`src/rtl/gather_ld_pkg.sv`:
```
package gather_ld_pkg;

    typedef enum logic [1:0] {
        ST_IDLE = 2'd0,
        ST_SCAN = 2'd1,
        ST_REQ  = 2'd2,
        ST_WAIT = 2'd3
    } gl_state_e;

    localparam int unsigned ELEM_W     = 64;
    localparam int unsigned ADDR_W     = 64;
    localparam int unsigned NPRED      = 8;
    localparam int unsigned ZERO_REG   = 31;
    localparam logic [3:0]  ACC_BYTES  = 4'd8;

endpackage

```
`src/rtl/gather_ld_pred.sv`:
```
module gather_ld_pred #(
    parameter int unsigned VLEN  = 256,
    parameter int unsigned NPRED = 8,
    localparam int unsigned LANES = VLEN / 64,
    localparam int unsigned PW    = VLEN / 8,
    localparam int unsigned SEL_W = $clog2(NPRED)
) (
    input  logic [NPRED*PW-1:0] bank,
    input  logic [SEL_W-1:0]    sel,
    output logic [LANES-1:0]    lane_mask
);

    logic [PW-1:0] chosen;
    logic          unused_pred_bits;

    assign chosen = bank[sel*PW +: PW];

    // One governing bit per 64-bit lane: the lowest byte flag of each element.
    for (genvar e = 0; e < LANES; e++) begin : g_lane_bit
        assign lane_mask[e] = chosen[8*e];
    end

    assign unused_pred_bits = ^chosen;

endmodule

```
`src/rtl/gather_ld_pick.sv`:
```
module gather_ld_pick #(
    parameter int unsigned LANES = 4,
    localparam int unsigned IDX_W = (LANES > 1) ? $clog2(LANES) : 1
) (
    input  logic [LANES-1:0] mask,
    output logic             found,
    output logic [IDX_W-1:0] idx,
    output logic [LANES-1:0] grant
);

    always_comb begin
        idx = '0;
        for (int e = LANES - 1; e >= 0; e--) begin
            if (mask[e]) begin
                idx = IDX_W'(e);
            end
        end
    end

    assign found = |mask;
    assign grant = mask & ~(mask - LANES'(1));

endmodule

```
`src/rtl/gather_ld_addr.sv`:
```
module gather_ld_addr #(
    parameter int unsigned LANES  = 4,
    parameter int unsigned ELEM_W = 64,
    parameter int unsigned ADDR_W = 64,
    localparam int unsigned IDX_W = (LANES > 1) ? $clog2(LANES) : 1
) (
    input  logic [LANES*ELEM_W-1:0] bases,
    input  logic [IDX_W-1:0]        lane,
    input  logic [ADDR_W-1:0]       offset,
    output logic [ADDR_W-1:0]       addr
);

    logic [ELEM_W-1:0] elem;

    always_comb begin
        elem = '0;
        for (int e = 0; e < LANES; e++) begin
            if (IDX_W'(e) == lane) begin
                elem = bases[e*ELEM_W +: ELEM_W];
            end
        end
    end

    assign addr = ADDR_W'(elem) + offset;

endmodule

```
`src/rtl/gather_ld_seq.sv`:
```
module gather_ld_seq
    import gather_ld_pkg::*;
#(
    parameter int unsigned VLEN = 256,
    localparam int unsigned LANES = VLEN / ELEM_W,
    localparam int unsigned PW    = VLEN / 8,
    localparam int unsigned IDX_W = (LANES > 1) ? $clog2(LANES) : 1
) (
    input  logic                clk,
    input  logic                rst_n,
    input  logic                start,
    input  logic [VLEN-1:0]     base_vec,
    input  logic [63:0]         scalar_val,
    input  logic [4:0]          scalar_idx,
    input  logic [NPRED*PW-1:0] pred_bank,
    input  logic [2:0]          pred_sel,
    input  logic                tag_en,
    output logic                req_valid,
    input  logic                req_ready,
    output logic [63:0]         req_addr,
    output logic [3:0]          req_size,
    output logic                req_stream,
    output logic                req_tagchk,
    input  logic                rsp_valid,
    output logic                rsp_ready,
    input  logic [63:0]         rsp_data,
    input  logic                rsp_err,
    output logic                busy,
    output logic                done,
    output logic                fault,
    output logic [VLEN-1:0]     result
);

    typedef struct packed {
        gl_state_e         st;
        logic [VLEN-1:0]   base;
        logic [63:0]       off;
        logic [LANES-1:0]  pend;
        logic [IDX_W-1:0]  lane;
        logic              tagchk;
        logic [VLEN-1:0]   acc;
        logic [VLEN-1:0]   res;
        logic              done;
        logic              fault;
    } seq_regs_t;

    seq_regs_t r_d, r_q;

    logic [LANES-1:0] start_mask;
    logic             pick_found;
    logic [IDX_W-1:0] pick_idx;
    logic [LANES-1:0] pick_grant;
    logic [63:0]      lane_addr;
    logic [63:0]      off_resolved;

    gather_ld_pred #(.VLEN(VLEN), .NPRED(NPRED)) u_pred (
        .bank      (pred_bank),
        .sel       (pred_sel),
        .lane_mask (start_mask)
    );

    gather_ld_pick #(.LANES(LANES)) u_pick (
        .mask  (r_q.pend),
        .found (pick_found),
        .idx   (pick_idx),
        .grant (pick_grant)
    );

    gather_ld_addr #(.LANES(LANES), .ELEM_W(ELEM_W), .ADDR_W(ADDR_W)) u_addr (
        .bases  (r_q.base),
        .lane   (r_q.lane),
        .offset (r_q.off),
        .addr   (lane_addr)
    );

    assign off_resolved = (scalar_idx == 5'(ZERO_REG)) ? 64'd0 : scalar_val;

    always_comb begin
        r_d       = r_q;
        r_d.done  = 1'b0;
        r_d.fault = 1'b0;
        case (r_q.st)
            ST_IDLE: begin
                if (start) begin
                    r_d.base   = base_vec;
                    r_d.off    = off_resolved;
                    r_d.pend   = start_mask;
                    r_d.tagchk = tag_en;
                    r_d.acc    = '0;
                    r_d.st     = ST_SCAN;
                end
            end
            ST_SCAN: begin
                if (pick_found) begin
                    r_d.lane = pick_idx;
                    r_d.st   = ST_REQ;
                end else begin
                    r_d.res  = r_q.acc;
                    r_d.done = 1'b1;
                    r_d.st   = ST_IDLE;
                end
            end
            ST_REQ: begin
                if (req_ready) begin
                    r_d.st = ST_WAIT;
                end
            end
            ST_WAIT: begin
                if (rsp_valid) begin
                    if (rsp_err) begin
                        r_d.fault = 1'b1;
                        r_d.pend  = '0;
                        r_d.st    = ST_IDLE;
                    end else begin
                        for (int e = 0; e < LANES; e++) begin
                            if (IDX_W'(e) == r_q.lane) begin
                                r_d.acc[e*ELEM_W +: ELEM_W] = rsp_data;
                                r_d.pend[e]                 = 1'b0;
                            end
                        end
                        r_d.st = ST_SCAN;
                    end
                end
            end
            default: r_d.st = ST_IDLE;
        endcase
    end

    always_ff @(posedge clk or negedge rst_n) begin
        if (!rst_n) begin
            r_q <= '0;
        end else begin
            r_q <= r_d;
        end
    end

    assign req_valid  = (r_q.st == ST_REQ);
    assign req_addr   = lane_addr;
    assign req_size   = ACC_BYTES;
    assign req_stream = 1'b1;
    assign req_tagchk = r_q.tagchk;
    assign rsp_ready  = (r_q.st == ST_WAIT);
    assign busy       = (r_q.st != ST_IDLE);
    assign done       = r_q.done;
    assign fault      = r_q.fault;
    assign result     = r_q.res;

    // pending request is held until accepted
    a_r7_req_hold: assert property (@(posedge clk) disable iff (!rst_n)
        req_valid && !req_ready |=> req_valid && $stable(req_addr));

    // one outstanding request, never a request while a response is awaited
    a_r7_single_outstanding: assert property (@(posedge clk) disable iff (!rst_n)
        req_valid && req_ready |=> rsp_ready && !req_valid);

    // the chosen lane is the lowest pending one
    a_r7_pick_lowest: assert property (@(posedge clk) disable iff (!rst_n)
        (r_q.st == ST_SCAN) && pick_found |-> $onehot(pick_grant) && pick_grant[pick_idx]);

    // a request is only made for a lane still marked active
    a_r3_req_active_lane: assert property (@(posedge clk) disable iff (!rst_n)
        req_valid |-> r_q.pend[r_q.lane]);

    // access shape
    a_r5_req_shape: assert property (@(posedge clk) disable iff (!rst_n)
        req_valid |-> (req_size == 4'd8) && req_stream);

    // result moves only with done
    a_r9_result_on_done: assert property (@(posedge clk) disable iff (!rst_n)
        !$stable(result) |-> done);

    // done is a single-cycle pulse
    a_r9_done_pulse: assert property (@(posedge clk) disable iff (!rst_n)
        done |=> !done);

    // done and fault never coincide
    a_r10_exclusive: assert property (@(posedge clk) disable iff (!rst_n)
        !(done && fault));

    // captured operands do not change while busy
    a_r12_hold_operands: assert property (@(posedge clk) disable iff (!rst_n)
        busy && $past(busy) |-> $stable(r_q.base) && $stable(r_q.off));

endmodule

```
`config.mk`:
```
export PLATFORM = sky130hd
export DESIGN_NAME = gather_ld_seq
export DESIGN_NICKNAME = d
export VERILOG_FILES = /design/src/rtl/gather_ld_pkg.sv /design/src/rtl/gather_ld_pred.sv /design/src/rtl/gather_ld_pick.sv /design/src/rtl/gather_ld_addr.sv /design/src/rtl/gather_ld_seq.sv
export SDC_FILE = /design/constraint.sdc
export NUM_CORES = 2
export LEC_CHECK = 0
export ABC_AREA = 1
export CAP_MARGIN = 20
export CORE_AREA = 5 5 378 380
export CTS_CLUSTER_SIZE = 28
export DETAILED_ROUTE_END_ITERATION = 8
export DIE_AREA = 0 0 383 385
export GPL_TIMING_DRIVEN = 0
export HOLD_SLACK_MARGIN = 0.02
export PLACE_DENSITY = 0.53
export SLEW_MARGIN = 20
export SYNTH_ARGS = -nofsm -noshare
export SYNTH_HDL_FRONTEND = slang
export SYNTH_SLANG_ARGS = --single-unit
```
`constraint.sdc`:
```
create_clock -name clk -period 4.88 [get_ports clk]
set_input_delay 0.488 -clock clk [delete_from_list [all_inputs] [get_ports clk]]
set_output_delay 0.488 -clock clk [all_outputs]
set_load 0.05 [all_outputs]
```
== Word level (Yosys, flattened, before mapping) ==
Index checks and enable logic that the tools add are counted.

* Latch bits: 0
* Input bits: 655
* ROM bits: 0
* Memories: 0
* Output and inout bits: 331
* Word-level logic and storage cells: 90
* Flip-flop bits (word level): 843
* Memory bits (writable): 0

* Shift operators: 1
* Multiply operators: 0
* Bitwise operators: 1
* Order comparisons: 0
* Muxes and demuxes: 35
* Equality and inequality tests: 19
* Reductions and logical operators: 17
* Div/mod/pow operators: 0
* Add/sub/neg operators: 1

{| class="wikitable"
|+ Operator list
! cell !! number
|-
| two-way mux 256 bit || 3
|-
| two-way mux 64 bit || 9
|-
| one-hot mux 256 bit (2 select lines) || 1
|-
| two-way mux 326 bit || 1
|-
| indexed part select 256 x 9 -> 25 bit || 1
|-
| adder 64 bit || 1
|-
| AND reduction 5 bit || 4
|-
| AND reduction 4 bit || 4
|-
| two-way mux 2 bit || 7
|-
| != test 3 x 1 -> 1 bit, second input constant || 4
|-
| two-way mux 1 bit || 10
|-
| != test 2 x 1 -> 1 bit, second input constant || 5
|-
| two-way mux 4 bit || 2
|-
| one-hot mux 2 bit (4 select lines) || 1
|-
| one-hot mux 4 bit (2 select lines) || 1
|-
| != test 2 bit, second input constant || 3
|-
| AND reduction 2 bit || 3
|-
| == test 5 bit, second input constant || 1
|-
| == test 2 bit, first input constant || 2
|-
| == test 2 bit, second input constant || 2
|-
| zero test 2 bit || 2
|-
| nonzero test 2 bit || 2
|-
| OR reduction 4 bit || 1
|-
| AND reduction 3 bit || 1
|-
| other kinds (3) || 3
|}

== Longest topological paths before layout ==
* Depth after elaboration: 6
* Depth in mapped cells: 22
* Mapped depth without buffers: 20

== Cells and area by module ==
A second synthesis with hierarchy kept.

* Cell total of the unflattened synthesis: 5805
* Area total of the unflattened synthesis: 42856.1 um^2

{| class="wikitable"
|+ Modules (own cells, without submodules)
! module !! area each (um^2) !! times used !! sequential area each (um^2) !! cells an instance
|-
| gather_ld_seq || 34698.3 || 1 || 21095.2 || 4047
|-
| gather_ld_addr || 7648.6 || 1 || 0.0 || 1636
|-
| gather_ld_pred || 444.2 || 1 || 0.0 || 107
|-
| gather_ld_pick || 65.1 || 1 || 0.0 || 15
|}

== Worst setup path after synthesis ==
No wires, ideal clock.

* Path type: reg2out
* Start: register r_q[516] in the netlist's numbering
* End: output port req_addr[32]
* Cell stages (with the launch flop): 20
* Arrival time: 3.300 ns
* Required time: 4.392 ns
* Slack: 1.092 ns
* Buffers on the path: 3
* Cells stage by stage: dfrtp_1 -> buf_4 -> nand2_2 -> clkbuf_1 -> clkbuf_1 -> o21ai_0 -> inv_1 -> ha_1 -> inv_1 -> fa_1 -> inv_1 -> nand3_1 -> nand2_2 -> nand2_1 -> nand2_1 -> nand3_1 -> nand2_1 -> nand2_1 -> nand2_1 -> xor2_1

* Cells in the longest elaborated chain, start to end: 6
* Elaborated cells between the ends (all ways): 9
* Those cells by class: add/sub: 1; eq/ne: 3; mux: 4; reduce/logical: 1

{| class="wikitable"
|+ Ends and longest elaborated chain
! what !! line !! RTL
|-
| from (decl) || gather_ld_seq.sv:47 || <nowiki>seq_regs_t r_d, r_q;</nowiki>
|-
| from (signal assigned) || gather_ld_seq.sv:133 || <nowiki>r_q <= r_d;</nowiki>
|-
| zero test 2 bit || gather_ld_addr.sv:18 || <nowiki>if (IDX_W'(e) == lane) begin</nowiki>
|-
| two-way mux 64 bit (3 in series) || gather_ld_addr.sv:18 ||
|-
| two-way mux 64 bit * || gather_ld_addr.sv:18 ||
|-
| adder 64 bit * || gather_ld_addr.sv:24 || <nowiki>assign addr = ADDR_W'(elem) + offset;</nowiki>
|-
| to (decl) || gather_ld_seq.sv:20 || <nowiki>output logic [63:0] req_addr,</nowiki>
|}

Every way passes the cells marked *; elsewhere a longest branch is shown, timed or not.

== Final worst setup path ==
* Start: register r_q[516] in the netlist's numbering
* End: output port req_addr[53]

The elaborated chain is that of the path after synthesis.

==> results.py <==
metrics = {
    "critical_path": {
        "endpoint_kind": "primary output",
        "crit_type": "register to primary output",
        "worstPathMaxFanout": 10,
        "cp.arrival_ns": 4.30,
        "critPathLaunchType": "register",
        "required_ns": 4.39,
    },
    "sta": {
        "hold_viol_final": 0,
        "min_period_ns": 4.79,
        "rsz0062_at_grt": "yes",
        "setup_viol": 0,
        "fin_worst_skew_ns": 0.0549,
        "drv_slew": 0,
        "clock.fmax_mhz": 209,
        "finalSetupTns_ns": 0,
        "tightest_slew_ns": 1.12,
        "relSlewSlack": 0.252,
        "fin_crit_sh": 0.981,
    },
    "clock_network": {
        "root_buffer": "clkbuf_16",
        "clockBufferDepth": 3,
        "clock_sinks": 843,
        "clk_pin_slew_ns": 0.08,
        "clk_latency_ns": 0.72,
        "numCtsBuffers": 96,
        "cts_tree": "done",
        "h-tree-depth": 3,
    },
    "drt": {
        "vias_per_cell": 4.61,
        "drt_first_iter_violations": 2730,
        "routedWlPerCell_um": 21.9,
        "drc_errors": 0,
        "drt-total-wl_um": 178000,
        "detail-route-antenna-nets": 0,
        "via_count": 37455,
        "dr.pass1.iters": 5,
    },
    "placement": {
        "io_buffers": 756,
        "place_area_um2": 51300,
        "place.gp.congestion": 0.925,
        "hpwl_um": 143000,
        "dp.cells": 7920,
    },
    "global_route": {
        "grt_max_degree": 135,
        "antenna_found_initial": 18,
        "gr-total-overflow": 0,
        "grt_use_total": 0.235,
        "grt_pass1_wl_um": 255000,
        "grt_pass1_vias": 37503,
    },
    "floorplan": {
        "die_w_um": 383,
        "row_count": 137,
        "fp.dieH_um": 385,
        "io_pins": 986,
        "start_util": 0.297,
        "core_um2": 139000,
        "dieArea_um2": 147000,
    },
    "cells_and_area": {
        "drive_gt1_frac": 0.133,
        "final_area_um2": 55700,
        "area_delta_synth_final_pct": 34.9,
        "post-route-util": 0.401,
        "stdcell_count": 8127,
        "nets": 6968,
    },
    "min_path": {
        "hold_class": "input pin to register",
    },
    "synth": {
        "syn_area_um2": 41300,
        "syn_inst": 5348,
        "synth-seq-area-share": 0.511,
        "synth-seq-cells": 843,
        "syn_avg_cell_area_um2": 7.72,
        "ys_types": 43,
        "yosys_warnings": 0,
    },
    "job": {
        "maxCapViolations": 0,
    },
    "run_status": {
        "status": "finished, final reports clean",
    },
}
what timing repair did:
action / CTS / global route
pin swaps: 14 / 12
gates resized for setup: 457 / 152
hold endpoints to repair: 122 / 0
cloned: 0 / 0
setup endpoints to repair: 63 / 58
hold buffers: 1 / 0
buffers inserted: 21 / 6
cells in the mapped netlist (all sizes together):
master  instances  area, um2
buf           417       2820
o21ai         360       1800
nand3         130        676
nand3b          1       7.51
o22ai          35        225
xor2           30        263
nor3           16       95.1
nor2          147        589
o211ai          7       72.6
clkinv          2       7.51
ha             74        926
a31oi           1       6.26
o31ai           1       7.51
o311ai          1       8.76
nand2        2706      10200
clkbuf         73        274
a21oi          63        315
nor4            2       18.8
xnor2           1       8.76
conb            2       7.51
a221oi         32        280
fa              1       20.0
o21a            1       7.51
dfrtp         843      21100
or2             3       18.8
o221ai          5       43.8
o21bai          3       22.5
nand4          13       81.3
inv           378       1420
metal layers:
layer | up-vias | track usage | wire, um
met2 | 1289 | 0.397 | 83300
li1 | 18114 | - | -
met4 | 18 | 0.0741 | 5870
met1 | 17793 | 0.296 | 74300
met5 | - | 0 | 128
met3 | 241 | 0.0623 | 14200
kinds of logic (layout without fill, tap and decap cells):
group | count (synthesis) | count (layout) | synth area share
DFF | 843 | 843 | 0.511
other | 2 | 12 | 0.000182
adders and majority gates | 75 | 75 | 0.0229
buffers and inverters | 870 | 1832 | 0.110
AOI/OAI and AO/OA | 509 | 509 | 0.0676
and+or+nand+nor | 3018 | 3018 | 0.282
xor gates and xnor gates | 31 | 31 | 0.00657
per-stage QoR:
stage          setup WS [ns]  hold WS (ns)
2_1_floorplan           1.09         0.192
3_3_place_gp          -36.14         0.455
3_5_place_dp           -1.26         0.459
4_1_cts              -0.0283         0.251
5_1_grt               -0.183         0.283
6_report              0.0916         0.314
cell type report:
type | count | area (um2)
Clock inverter | 33 | 465
Antenna cell | 7 | 17.5
Tap cell | 1807 | 2260
Multi-Input combinational cell | 3638 | 16400
Clock buffer | 140 | 2770
Buffer | 489 | 3230
Inverter | 380 | 1450
Fill cell | 14496 | 83100
Timing Repair Buffer | 790 | 8010
Sequential cell | 843 | 21100
placed cells by master (no fill, tap or decap), types with 10 or more instances in the layout:
master	n
buf_8	11
buf_4	317
nand4_1	13
buf_1	11
inv_1	370
ha_1	38
buf_2	114
clkbuf_8	21
a221oi_1	16
clkinv_2	12
a221oi_2	12
nor2_1	114
clkbuf_4	10
nand3_1	121
ha_2	26
nand2_2	33
a21oi_1	60
buf_6	32
xor2_1	25
clkbuf_2	11
dfrtp_1	841
o22ai_2	11
nor3_1	10
nand2_1	2671
clkbuf_16	97
clkbuf_1	78
nor2_2	20
nor2_4	13
clkdlybuf4s50_1	694
o22ai_1	24
ha_4	10
o21ai_1	273
o21ai_0	82
worst paths after layout:
path | from | end | slack (ns) | cells after the start
setup / recovery | r_q[516] | req_addr[53] | 0.09 | 21
hold / removal | base_vec[127] | r_q[712] | 0.31 | 3
setup reg to reg | r_q[841] | r_q[717] | 1.96 | 8
hold reg to reg | r_q[411] | result[153] | 0.44 | 2
max in group asynchronous | rst_n | r_q[589] | 1.95 | 5
min in group asynchronous | rst_n | result[35] | 0.44 | 2
sequential cells by signal (all words and copies together), names as in the netlist, named ones only:
name,count
done,1
req_tagchk,1
result,256
r_q,583
fault,1
worst max-delay path, cell delays in order, from the launching register on:
cell	delay, ns
dfrtp_2	0.41
buf_12	0.17
nor2_4	0.05
buf_12	0.15
buf_12	0.13
clkbuf_4	0.22
a221oi_2	0.24
nand2_1	0.18
o21ai_0	0.16
inv_1	0.10
ha_1	0.37
nand2_1	0.17
nor2_2	0.18
nand2_1	0.11
inv_1	0.09
nand3_1	0.11
nand3_2	0.15
nand2_1	0.11
nand3_1	0.09
nand2_1	0.05
nand2_1	0.17
buf_6	0.20
Power is not shown: default switching activity piles up to over one toggle a cycle in this logic, so the estimate is an artifact.
